## src/rtl/ext_irq_pkg.sv

```systemverilog
package ext_irq_pkg;
  localparam int CFG_W     = 8;
  localparam int MODE_BIT  = 7;
  localparam int EN_BIT    = 6;
  localparam int CLR_BIT   = 0;

  typedef struct packed {
    logic edge_mode;
    logic enable;
  } irq_cfg_t;

  localparam irq_cfg_t CFG_RESET = '{edge_mode: 1'b0, enable: 1'b1};
endpackage

```

## src/rtl/ext_irq_sync.sv

```systemverilog
module ext_irq_sync #(
  parameter int STAGES = 2
) (
  input  logic clk_i,
  input  logic rst_ni,
  input  logic pin_i,
  output logic lvl_o,
  output logic fall_o
);
  logic [STAGES-1:0] chain_q;
  logic              prev_q;

  // idle level of the active-low pin is high
  for (genvar g = 0; g < STAGES; g++) begin : g_stage
    always_ff @(posedge clk_i or negedge rst_ni) begin
      if (!rst_ni) chain_q[g] <= 1'b1;
      else if (g == 0) chain_q[g] <= pin_i;
      else chain_q[g] <= chain_q[(g == 0) ? 0 : g-1];
    end
  end

  always_ff @(posedge clk_i or negedge rst_ni) begin
    if (!rst_ni) prev_q <= 1'b1;
    else         prev_q <= chain_q[STAGES-1];
  end

  assign lvl_o  = chain_q[STAGES-1];
  assign fall_o = prev_q & ~chain_q[STAGES-1];


  fall_single_pulse_chk: assert property (@(posedge clk_i) disable iff (!rst_ni)
    fall_o |=> !fall_o);
endmodule

```

## src/rtl/ext_irq_cfg_reg.sv

```systemverilog
module ext_irq_cfg_reg
  import ext_irq_pkg::*;
(
  input  logic             clk_i,
  input  logic             rst_ni,
  input  logic             we_i,
  input  logic [CFG_W-1:0] wdata_i,
  output irq_cfg_t         cfg_o,
  output logic             clr_o,
  output logic [CFG_W-1:0] rdata_o
);
  irq_cfg_t cfg_q;

  always_ff @(posedge clk_i or negedge rst_ni) begin
    if (!rst_ni) cfg_q <= CFG_RESET;
    else if (we_i) begin
      cfg_q.edge_mode <= wdata_i[MODE_BIT];
      cfg_q.enable    <= wdata_i[EN_BIT];
    end
  end

  // clear bit acts in the write cycle and is never stored
  assign clr_o = we_i & wdata_i[CLR_BIT];
  assign cfg_o = cfg_q;

  always_comb begin
    rdata_o           = '0;
    rdata_o[MODE_BIT] = cfg_q.edge_mode;
    rdata_o[EN_BIT]   = cfg_q.enable;
  end


  cfg_write_chk: assert property (@(posedge clk_i) disable iff (!rst_ni)
    we_i |=> (rdata_o[MODE_BIT] == $past(wdata_i[MODE_BIT])) &&
             (rdata_o[EN_BIT] == $past(wdata_i[EN_BIT])));
endmodule

```

## src/rtl/ext_irq_latch.sv

```systemverilog
module ext_irq_latch (
  input  logic clk_i,
  input  logic rst_ni,
  input  logic set_i,
  input  logic clr_i,
  output logic latch_o
);
  logic latch_q;

  // set wins over clear
  always_ff @(posedge clk_i or negedge rst_ni) begin
    if (!rst_ni)     latch_q <= 1'b0;
    else if (set_i)  latch_q <= 1'b1;
    else if (clr_i)  latch_q <= 1'b0;
  end

  assign latch_o = latch_q;


  set_wins_chk: assert property (@(posedge clk_i) disable iff (!rst_ni)
    set_i |=> latch_o);

  clr_empties_chk: assert property (@(posedge clk_i) disable iff (!rst_ni)
    (clr_i && !set_i) |=> !latch_o);

  latch_hold_chk: assert property (@(posedge clk_i) disable iff (!rst_ni)
    (!clr_i && !set_i) |=> $stable(latch_o));
endmodule

```

## src/rtl/ext_irq_ctrl.sv

```systemverilog
module ext_irq_ctrl
  import ext_irq_pkg::*;
#(
  parameter int SYNC_STAGES = 2
) (
  input  logic             clk_i,
  input  logic             rst_ni,
  input  logic             irq_pin_ni,
  input  logic             cfg_we_i,
  input  logic [CFG_W-1:0] cfg_wdata_i,
  output logic [CFG_W-1:0] cfg_rdata_o,
  input  logic             gmask_i,
  input  logic             hi_pend_i,
  input  logic             irq_ack_i,
  output logic             req_o
);
  irq_cfg_t cfg;
  logic     clr_wr, pin_lvl, pin_fall, edge_pend, gate_open, trig;

  ext_irq_sync #(.STAGES(SYNC_STAGES)) u_sync (
    .clk_i  (clk_i),
    .rst_ni (rst_ni),
    .pin_i  (irq_pin_ni),
    .lvl_o  (pin_lvl),
    .fall_o (pin_fall)
  );

  ext_irq_cfg_reg u_cfg (
    .clk_i   (clk_i),
    .rst_ni  (rst_ni),
    .we_i    (cfg_we_i),
    .wdata_i (cfg_wdata_i),
    .cfg_o   (cfg),
    .clr_o   (clr_wr),
    .rdata_o (cfg_rdata_o)
  );

  // capture ignores mask and enable; only the mode decides
  ext_irq_latch u_latch (
    .clk_i   (clk_i),
    .rst_ni  (rst_ni),
    .set_i   (pin_fall & cfg.edge_mode),
    .clr_i   (irq_ack_i | clr_wr),
    .latch_o (edge_pend)
  );

  assign gate_open = cfg.enable & ~gmask_i & ~hi_pend_i;
  assign trig      = cfg.edge_mode ? edge_pend : ~pin_lvl;
  assign req_o     = gate_open & trig;


  req_gated_chk: assert property (@(posedge clk_i) disable iff (!rst_ni)
    (gmask_i || hi_pend_i) |-> !req_o);

  level_req_chk: assert property (@(posedge clk_i) disable iff (!rst_ni)
    (req_o && !cfg_rdata_o[MODE_BIT]) |-> !pin_lvl);
endmodule

```

## config.mk

```make
export PLATFORM = sky130hd
export DESIGN_NAME = ext_irq_ctrl
export DESIGN_NICKNAME = d
export VERILOG_FILES = /design/src/rtl/ext_irq_pkg.sv /design/src/rtl/ext_irq_sync.sv /design/src/rtl/ext_irq_cfg_reg.sv /design/src/rtl/ext_irq_latch.sv /design/src/rtl/ext_irq_ctrl.sv
export SDC_FILE = /design/constraint.sdc
export NUM_CORES = 1
export LEC_CHECK = 0
export ABC_CLOCK_PERIOD_IN_PS = 2009
export CORE_AREA = 2 2 39 41
export DETAILED_ROUTE_END_ITERATION = 12
export DIE_AREA = 0 0 41 43
export PLACE_DENSITY = 0.6
export RECOVER_POWER = 100
export SYNTH_ARGS = -nofsm -noshare
export SYNTH_HDL_FRONTEND = slang
export SYNTH_HIERARCHICAL = 1
export SYNTH_SLANG_ARGS = --single-unit
```

## constraint.sdc

```tcl
create_clock -name clk_i -period 2.01 [get_ports clk_i]
set_input_delay 0.402 -clock clk_i [delete_from_list [all_inputs] [get_ports clk_i]]
set_output_delay 0.402 -clock clk_i [all_outputs]
set_load 0.1 [all_outputs]
```

==> Word level (Yosys, flattened, before mapping) <==
Cells that the tools add are included.
{ "totals": {"word_cells": 20, "inputBits": 15, "out_inout_bits": 9, "register_bits": 6} }
{ "op_classes": {"n_reduce_logical": 1, "muxes": 3, "n_bitwise": 10} }
{ "op_table": {"columns": ["operator", "count"], "rows": [
  ["1-bit AND", 6],
  ["1-bit 2-to-1 mux", 3],
  ["1-bit NOT", 3],
  ["2-bit nonzero test", 1],
  ["1-bit OR", 1]
]} }

==> Depth between registers and ports, before layout <==
Gate-level depths: netlist of run 1.
{ "depth": {"word_depth": 4, "depth_mapped": 4, "mapped_depth_nobuf": 4} }

==> Hierarchy <==
Netlist of run 1, hierarchy kept.
{ "by_module_without_submodules": {"columns": ["module", "cells_each", "instances", "area_per_inst_um2", "seq_area_each_um2"], "rows": [
  ["ext_irq_cfg_reg", 14, 1, 145.1, 51.3],
  ["ext_irq_sync", 4, 1, 92.6, 78.8],
  ["ext_irq_ctrl", 6, 1, 40.0, 0.0],
  ["ext_irq_latch", 3, 1, 36.3, 25.0]
]} }

==> Least setup slack after synthesis of run 1 <==
OpenSTA, ideal clock, no wires.
{ "synth_path": {"kind": "register to output", "from": "register u_cfg.cfg_q (netlist bit u_cfg/cfg_o[0])", "to": "output port req_o", "slack_ns": -0.097, "path_buffers": 0, "stages_incl_launch_ff": 3, "arrival_ns": 1.705, "required_ns": 1.608, "path_cell_list": "dfstp_2 or3b_1 a21oi_2"} }
{ "synth_via": {"elab_chain_len": 3} }
{ "synth_lines": {"columns": ["item", "line_no", "text"], "rows": [
  ["from (decl)", "ext_irq_cfg_reg.sv:12", "irq_cfg_t cfg_q;"],
  ["1-bit AND (2 in a row)", "ext_irq_ctrl.sv:47", "assign gate_open = cfg.enable & ~gmask_i & ~hi_pend_i;"],
  ["1-bit AND", "ext_irq_ctrl.sv:49", "assign req_o = gate_open & trig;"],
  ["to (decl)", "ext_irq_ctrl.sv:15", "output logic req_o"]
]} }
No other way between the ends.

==> Final worst setup path of run 1 <==
{ "layout_path": {"from": "input port gmask_i", "to": "output port req_o"} }
{ "layout_via": {"elab_chain_len": 4} }
{ "layout_lines": {"columns": ["item", "line_no", "text"], "rows": [
  ["from (decl)", "ext_irq_ctrl.sv:12", "input logic gmask_i,"],
  ["1-bit NOT", "ext_irq_ctrl.sv:47", null],
  ["1-bit AND (2 in a row)", "ext_irq_ctrl.sv:47", null],
  ["1-bit AND", "ext_irq_ctrl.sv:49", null]
]} }
No other way between the ends.

==> results.sh, run 1 <==
export IMPL_status="completed"
export IMPL_synth_edf_count=0
export IMPL_synthTopCellsByArea="dfstp_2 33%, buf_4 19%, dfrtp_1 16%"
export IMPL_ff2ff_path_depth=3
export IMPL_postSynthCellCount=27
export IMPL_fillCellCount=152
export IMPL_die_area_um2=1760
export IMPL_p_per_area_nw_per_um2=869
export IMPL_drt_iter0_markers=0
export IMPL_core_um2=1380
export IMPL_worstPathArrival_ns=1.55
export IMPL_h_tree_depth=1
export IMPL_syn_area_um2=314
export IMPL_cp_slowest_cell="or3b_1"
export IMPL_hold_class="flip-flop to flip-flop"
export IMPL_synth_xor_xnor_area_share_pct=0
export IMPL_cp_start_kind="input port"
export IMPL_synth_top_family_by_area="buffers and inverters"
export IMPL_gpl_final_weighted_congestion=0.623
export IMPL_timing_hold_ws_ns=0.358
export IMPL_finalHoldViolations=0
export IMPL_cts_sinks=6
export IMPL_dpl_cell_count=52
export IMPL_ctsResizeCount=0
export IMPL_synthAdderAreaFrac_pct=0
export IMPL_synth_compound_area_share_pct=5.18
export IMPL_cp_slowest_stage_delay_ns=0.41
export IMPL_start_util_pct=22.7
export IMPL_cts_buffers=3
export IMPL_fin_cells=56
export IMPL_drv_cap=0
export IMPL_rows=14
export IMPL_clk_latency_ns=0.24
export IMPL_viasPerCell=3.57
export IMPL_path_depth=4
export IMPL_layout_nets=56
export IMPL_async_flop_share_pct=100
export IMPL_p_leak_nw=0.201
export IMPL_path_cells="clkdlybuf4s50_1 > or3b_1 > a21oi_4 > buf_8"
export IMPL_fin_skew_ns=0.00689
export IMPL_critPathCaptureType="output port"
export IMPL_cp_max_fo=1
export IMPL_slew_violations=0
export IMPL_die_x_um=41
export IMPL_yosysTopAreaCell="dfstp_2"
export IMPL_die_height_um=43
export IMPL_pin_count=24
export IMPL_synth_top_area_share_pct=33.5
export IMPL_drt_first_pass_iters=1
export IMPL_clk_path_buf_depth=2
export IMPL_route_detailed_wl_per_inst_um=7.79
export IMPL_final_antenna_net_count=0
export IMPL_grt_use_total_pct=6.38
export IMPL_syn_area_per_cell_um2=11.6
export IMPL_drive_gt1_share_pct=40.0
export IMPL_rsz0062_at_grt="no"
export IMPL_total_power_mw=0.384
export IMPL_diodes=0
export IMPL_critPathKind="input port to output port"
export IMPL_final_setup_viol_count=0
export IMPL_path_buf_inv=2
export IMPL_ys_seq_area_share_pct=49.4
export IMPL_max_slew_margin_pct=63.8
export IMPL_max_freq_mhz=511
export IMPL_hold_path_depth=0
export IMPL_tritoncts="built"
export IMPL_synth_seq_cells=6
export IMPL_synth_simple_gate_area_share_pct=16.7
export IMPL_antenna_found_initial=0
export IMPL_postCtsSetupBuffers=0
export IMPL_finalSetupTns_ns=0
export IMPL_tightest_slew_ns=0.545
export IMPL_cts_hold_buf=0
export IMPL_grt_pass1_wl_um=745
export IMPL_root_buffer="clkbuf_4"
export IMPL_ir_worst_vdd_mv=0.325
export IMPL_period_needed_ns=1.96
export IMPL_synthToLayoutAreaGrowth_pct=40.6
export IMPL_clk_pin_slew_ns=0.04
export IMPL_overflow=0
export IMPL_io_buffers=12
export IMPL_grt_max_degree=7
export IMPL_synth_area_mux_share_pct=7.17
export IMPL_num_vias=200
export IMPL_ys_flop_type="dfstp_2"
export IMPL_drcViolationCount=0
export IMPL_finalWirelength_um=436
export IMPL_synth_distinct_cells=14
export IMPL_required_ns=1.61
export IMPL_finalCritPeriodShare_pct=97.4
export IMPL_path_delay_family="buffers and inverters"
export IMPL_yosysWarnings=6
export IMPL_grt_pass1_vias=195
## power by group
group,leakage (nW),switching [mW],internal (mW),total (mW)
combinational,0.119,0.0957,0.0292,0.125
clock,0.0150,0.0439,0.0752,0.119
sequential,0.0664,0.00620,0.133,0.140
## final timing paths
check                               endpoint              start  slack (ns)
max in group asynchronous  u_sync/chain_q[0]             rst_ni        1.26
min                             u_sync/lvl_o  u_sync/chain_q[0]        0.36
max reg2reg                  u_latch/latch_o       u_sync/lvl_o        0.99
max                                    req_o            gmask_i        0.05
min in group asynchronous     u_cfg/cfg_o[1]             rst_ni        0.47
min reg2reg                     u_sync/lvl_o  u_sync/chain_q[0]        0.36
## per-layer routing
layer / vias up / part of all wire, % / GRT usage (%)
li1: 97 / - / -
met1: 91 / 41 / 7.62
met2: 12 / 49 / 8.75
met3: 0 / 9.2 / 3.14
met4: 0 / 0 / 4.00
met5: - / 0 / 0
## sequential cells by signal, summed over array words and instances (netlist names)
register and count:
u_latch/latch_o 1, u_cfg/cfg_o 2, u_sync/lvl_o 1, u_sync/prev_q 1
u_sync/chain_q 1
## worst register-to-register path: stages, from the launching register on
cell and delay, ns:
dfstp_1 0.58, nor2b_4 0.05, and2_1 0.15, a21o_1 0.14
## cell families (layout without fill, tap and decap cells)
logic type	Yosys count	in the layout
compound gates	2	2
buf+inv	9	17
flops	6	6
mux	2	2
other cells	1	6
simple gates	7	7
## Yosys cell counts, types with 2 or more instances
cell	instances
buf_4	8
dfstp_2	4
dfrtp_1	2
mux2_2	2
or2_2	2
## area by class of cell
class                           count  area, µm²  share of cell area, %
Sequential cell                     6        155                   35.1
Multi-Input combinational cell     17        121                   27.5
Timing Repair Buffer               12        115                   26.1
Clock buffer                        4       26.3                   5.95
Tap cell                           16       20.0                   4.53
Inverter                            1       3.75                  0.850
## placed cells by master, fill, tap and decap left out
cell             n
dlygate4sd3_1    3
dfstp_2          3
a21oi_4          1
or2_2            2
or3b_1           1
conb_1           6
clkdlybuf4s50_1  6
and2_2           1
nor2b_4          1
nand2_1          1
inv_1            1
clkbuf_2         2
buf_8            1
dfrtp_1          2
clkbuf_1         1
a21o_1           1
clkbuf_4         3
mux2_2           2
dfstp_1          1
and2_1           1
## stage by stage
step | util (%) | worst slack (ns) | cell area, µm²
after floorplan | - | 0.162 | 340
after global placement | 31.6 | 0.0540 | 438
after detailed placement | 31.6 | 0.0531 | 438
after CTS | 33.5 | 0.0485 | 464
after global routing | 31.9 | 0.0106 | 442
final | 31.9 | 0.0532 | 442
Power figures use the tool's default switching activity.
==> run 2: changes to the inputs <==
ABC_CLOCK_PERIOD_IN_PS = 2040   (was 2009)
PLACE_DENSITY = 0.57   (was 0.6)
SYNTH_HIERARCHICAL = not set   (was 1)
clock period = 2.04 ns   (was 2.01 ns; I/O delays follow)
==> results.sh, run 2 <==
export IMPL_status="completed"
export IMPL_dpl_cell_area_um2=420
export IMPL_cts_hold_buf=0
export IMPL_period_needed_ns=1.97
export IMPL_rsz0062_at_grt="no"
export IMPL_cts_sinks=6
export IMPL_rows=14
export IMPL_synth_distinct_cells=12
export IMPL_layout_nets=55
export IMPL_clk_path_buf_depth=2
export IMPL_critPathCaptureType="output port"
export IMPL_viasPerCell=3.62
export IMPL_drt_first_pass_iters=2
export IMPL_ys_flop_type="dfstp_2"
export IMPL_synth_seq_cells=6
export IMPL_antenna_found_initial=0
export IMPL_synth_edf_count=0
export IMPL_grt_pass1_vias=188
export IMPL_gpl_final_weighted_congestion=0.641
export IMPL_die_x_um=41
export IMPL_io_buffers=12
export IMPL_core_um2=1380
export IMPL_slew_violations=0
export IMPL_start_util_pct=20.0
export IMPL_diodes=0
export IMPL_cp_start_kind="flip-flop"
export IMPL_async_flop_share_pct=100
export IMPL_fin_cells=55
export IMPL_drcViolationCount=0
export IMPL_tightest_slew_ns=0.540
export IMPL_finalHoldViolations=0
export IMPL_num_vias=199
export IMPL_fin_skew_ns=0.00437
export IMPL_route_detailed_wl_per_inst_um=8.00
export IMPL_synthToLayoutAreaGrowth_pct=57.0
export IMPL_fillCellCount=154
export IMPL_root_buffer="clkbuf_4"
export IMPL_synthTopCellsByArea="dfstp_2 38%, dfrtp_1 18%, buf_4 16%"
export IMPL_cts_buffers=3
export IMPL_design_area_um2=434
export IMPL_h_tree_depth=1
export IMPL_required_ns=1.63
export IMPL_yosysTopAreaCell="dfstp_2"
export IMPL_grt_use_total_pct=6.68
export IMPL_worstPathArrival_ns=1.57
export IMPL_ys_seq_area_share_pct=56.1
export IMPL_finalWirelength_um=440
export IMPL_postSynthCellCount=23
export IMPL_max_freq_mhz=507
export IMPL_cp_slowest_cell="dfstp_4"
export IMPL_critPathKind="flip-flop to output port"
export IMPL_syn_area_per_cell_um2=12.0
export IMPL_final_setup_viol_count=0
export IMPL_die_area_um2=1760
export IMPL_final_cell_mix="6 x conb_1, 6 x clkdlybuf4s50_1, 3 x nand2_1, 3 x clkbuf_4, 3 x dlygate4sd3_1"
export IMPL_cp_slowest_stage_delay_ns=0.60
export IMPL_post_synth_top_count_cell="buf_4"
export IMPL_finalCritPeriodShare_pct=96.7
export IMPL_cp_max_fo=2
export IMPL_syn_area_um2=277
export IMPL_synth_top_area_share_pct=38.0
export IMPL_drv_cap=0
export IMPL_hold_class="flip-flop to flip-flop"
export IMPL_path_cells="or3b_4 > a21oi_4 > buf_8"
export IMPL_pin_count=24
export IMPL_drt_iter0_markers=1
export IMPL_grt_pass1_wl_um=717
export IMPL_timing_hold_ws_ns=0.365
export IMPL_drive_gt1_share_pct=38.5
export IMPL_clk_pin_slew_ns=0.05
export IMPL_ir_worst_vdd_mv=0.379
export IMPL_clk_latency_ns=0.24
export IMPL_overflow=0
export IMPL_yosysWarnings=0
export IMPL_die_height_um=43
export IMPL_final_antenna_net_count=0
export IMPL_grt_max_degree=7
export IMPL_largest_reg_flops=2
export IMPL_synthTopCellsByCount="6 x buf_4, 4 x dfstp_2, 3 x nand2_1, 2 x dfrtp_1"
export IMPL_max_slew_margin_pct=64.1
export IMPL_tritoncts="built"
export IMPL_dpl_cell_count=50
export IMPL_p_leak_nw=0.181
export IMPL_p_per_area_nw_per_um2=874
## run 2: changes by cell type after synthesis, sizes merged
| cell | change |
|---|---|
| and2 | -2 |
| buf | -2 |
| inv | -1 |
| nand2 | +2 |
| o2bb2ai | +1 |
| or2 | -1 |
| a21o | -1 |
## run 2: kinds of logic after synthesis
group                  Yosys count  share of synthesized area [%]
AOI/OAI and AO/OA                2                           6.34
buffers and inverters            6                           16.3
DFF                              6                           56.1
muxes                            2                           8.14
other                            1                           1.36
and+or+nand+nor                  6                           11.8
## run 2: worst paths after layout
kind | depth (start not counted) | to | slack [ns] | start
setup reg to reg | 2 | u_cfg.cfg_o[0] | 1.12 | u_cfg.cfg_o[0]
max in group asynchronous | 1 | u_sync.prev_q | 1.30 | rst_ni
setup / recovery | 3 | req_o | 0.07 | u_cfg.cfg_o[0]
min in group asynchronous | 1 | u_cfg.cfg_o[1] | 0.47 | rst_ni
hold / removal | 0 | u_sync.lvl_o | 0.36 | u_sync.chain_q[0]
hold reg to reg | 0 | u_sync.lvl_o | 0.36 | u_sync.chain_q[0]
## run 2: stage by stage
step / setup slack, ns / TNS, ns / total power, mW / util, %
2_1_floorplan: -0.112 / -0.112 / 0.244 / -
3_3_place_gp: 0.0829 / 0 / 0.272 / 30.4
3_5_place_dp: 0.0824 / 0 / 0.272 / 30.4
4_1_cts: 0.0148 / 0 / 0.395 / 32.3
5_1_grt: 0.0121 / 0 / 0.398 / 31.4
6_report: 0.0664 / 0 / 0.379 / 31.4
## run 2: final cells by class
type	instances	area, µm²	share of cell area [%]
Sequential cell	6	160	36.9
Timing Repair Buffer	13	123	28.2
Multi-Input combinational cell	16	105	24.2
Clock buffer	4	26.3	6.05
Tap cell	16	20.0	4.61
## run 2: power breakdown
part	leakage, nW	internal [mW]	switching (mW)
clock network	0.0150	0.0741	0.0430
logic	0.100	0.0290	0.0949
registers	0.0658	0.133	0.00518
total	0.181	0.236	0.143
## run 2: routing by layer
layer | wire, µm | share of wire [%] | global-route usage [%] | vias to the layer above
met5 | 0 | 0 | 0 | -
met2 | 217 | 49 | 8.44 | 13
met4 | 0 | 0 | 6.00 | 0
li1 | - | - | - | 94
met3 | 56 | 13 | 4.71 | 0
met1 | 166 | 38 | 6.93 | 92
## run 2: timing repair
item	4_1_cts	5_1_grt
endpoints found under the hold margin	0	0
setup endpoints to repair	0	1
resized for setup	0	1
setup buffers	0	1
## run 2: critical path, delay by kind of cell (launching register included)
family | cells | cell delay (ns)
AO/OA/AOI/OAI | 1 | 0.13
buffers and inverters | 1 | 0.21
flip-flops | 1 | 0.60
AND/OR/NAND/NOR | 1 | 0.38
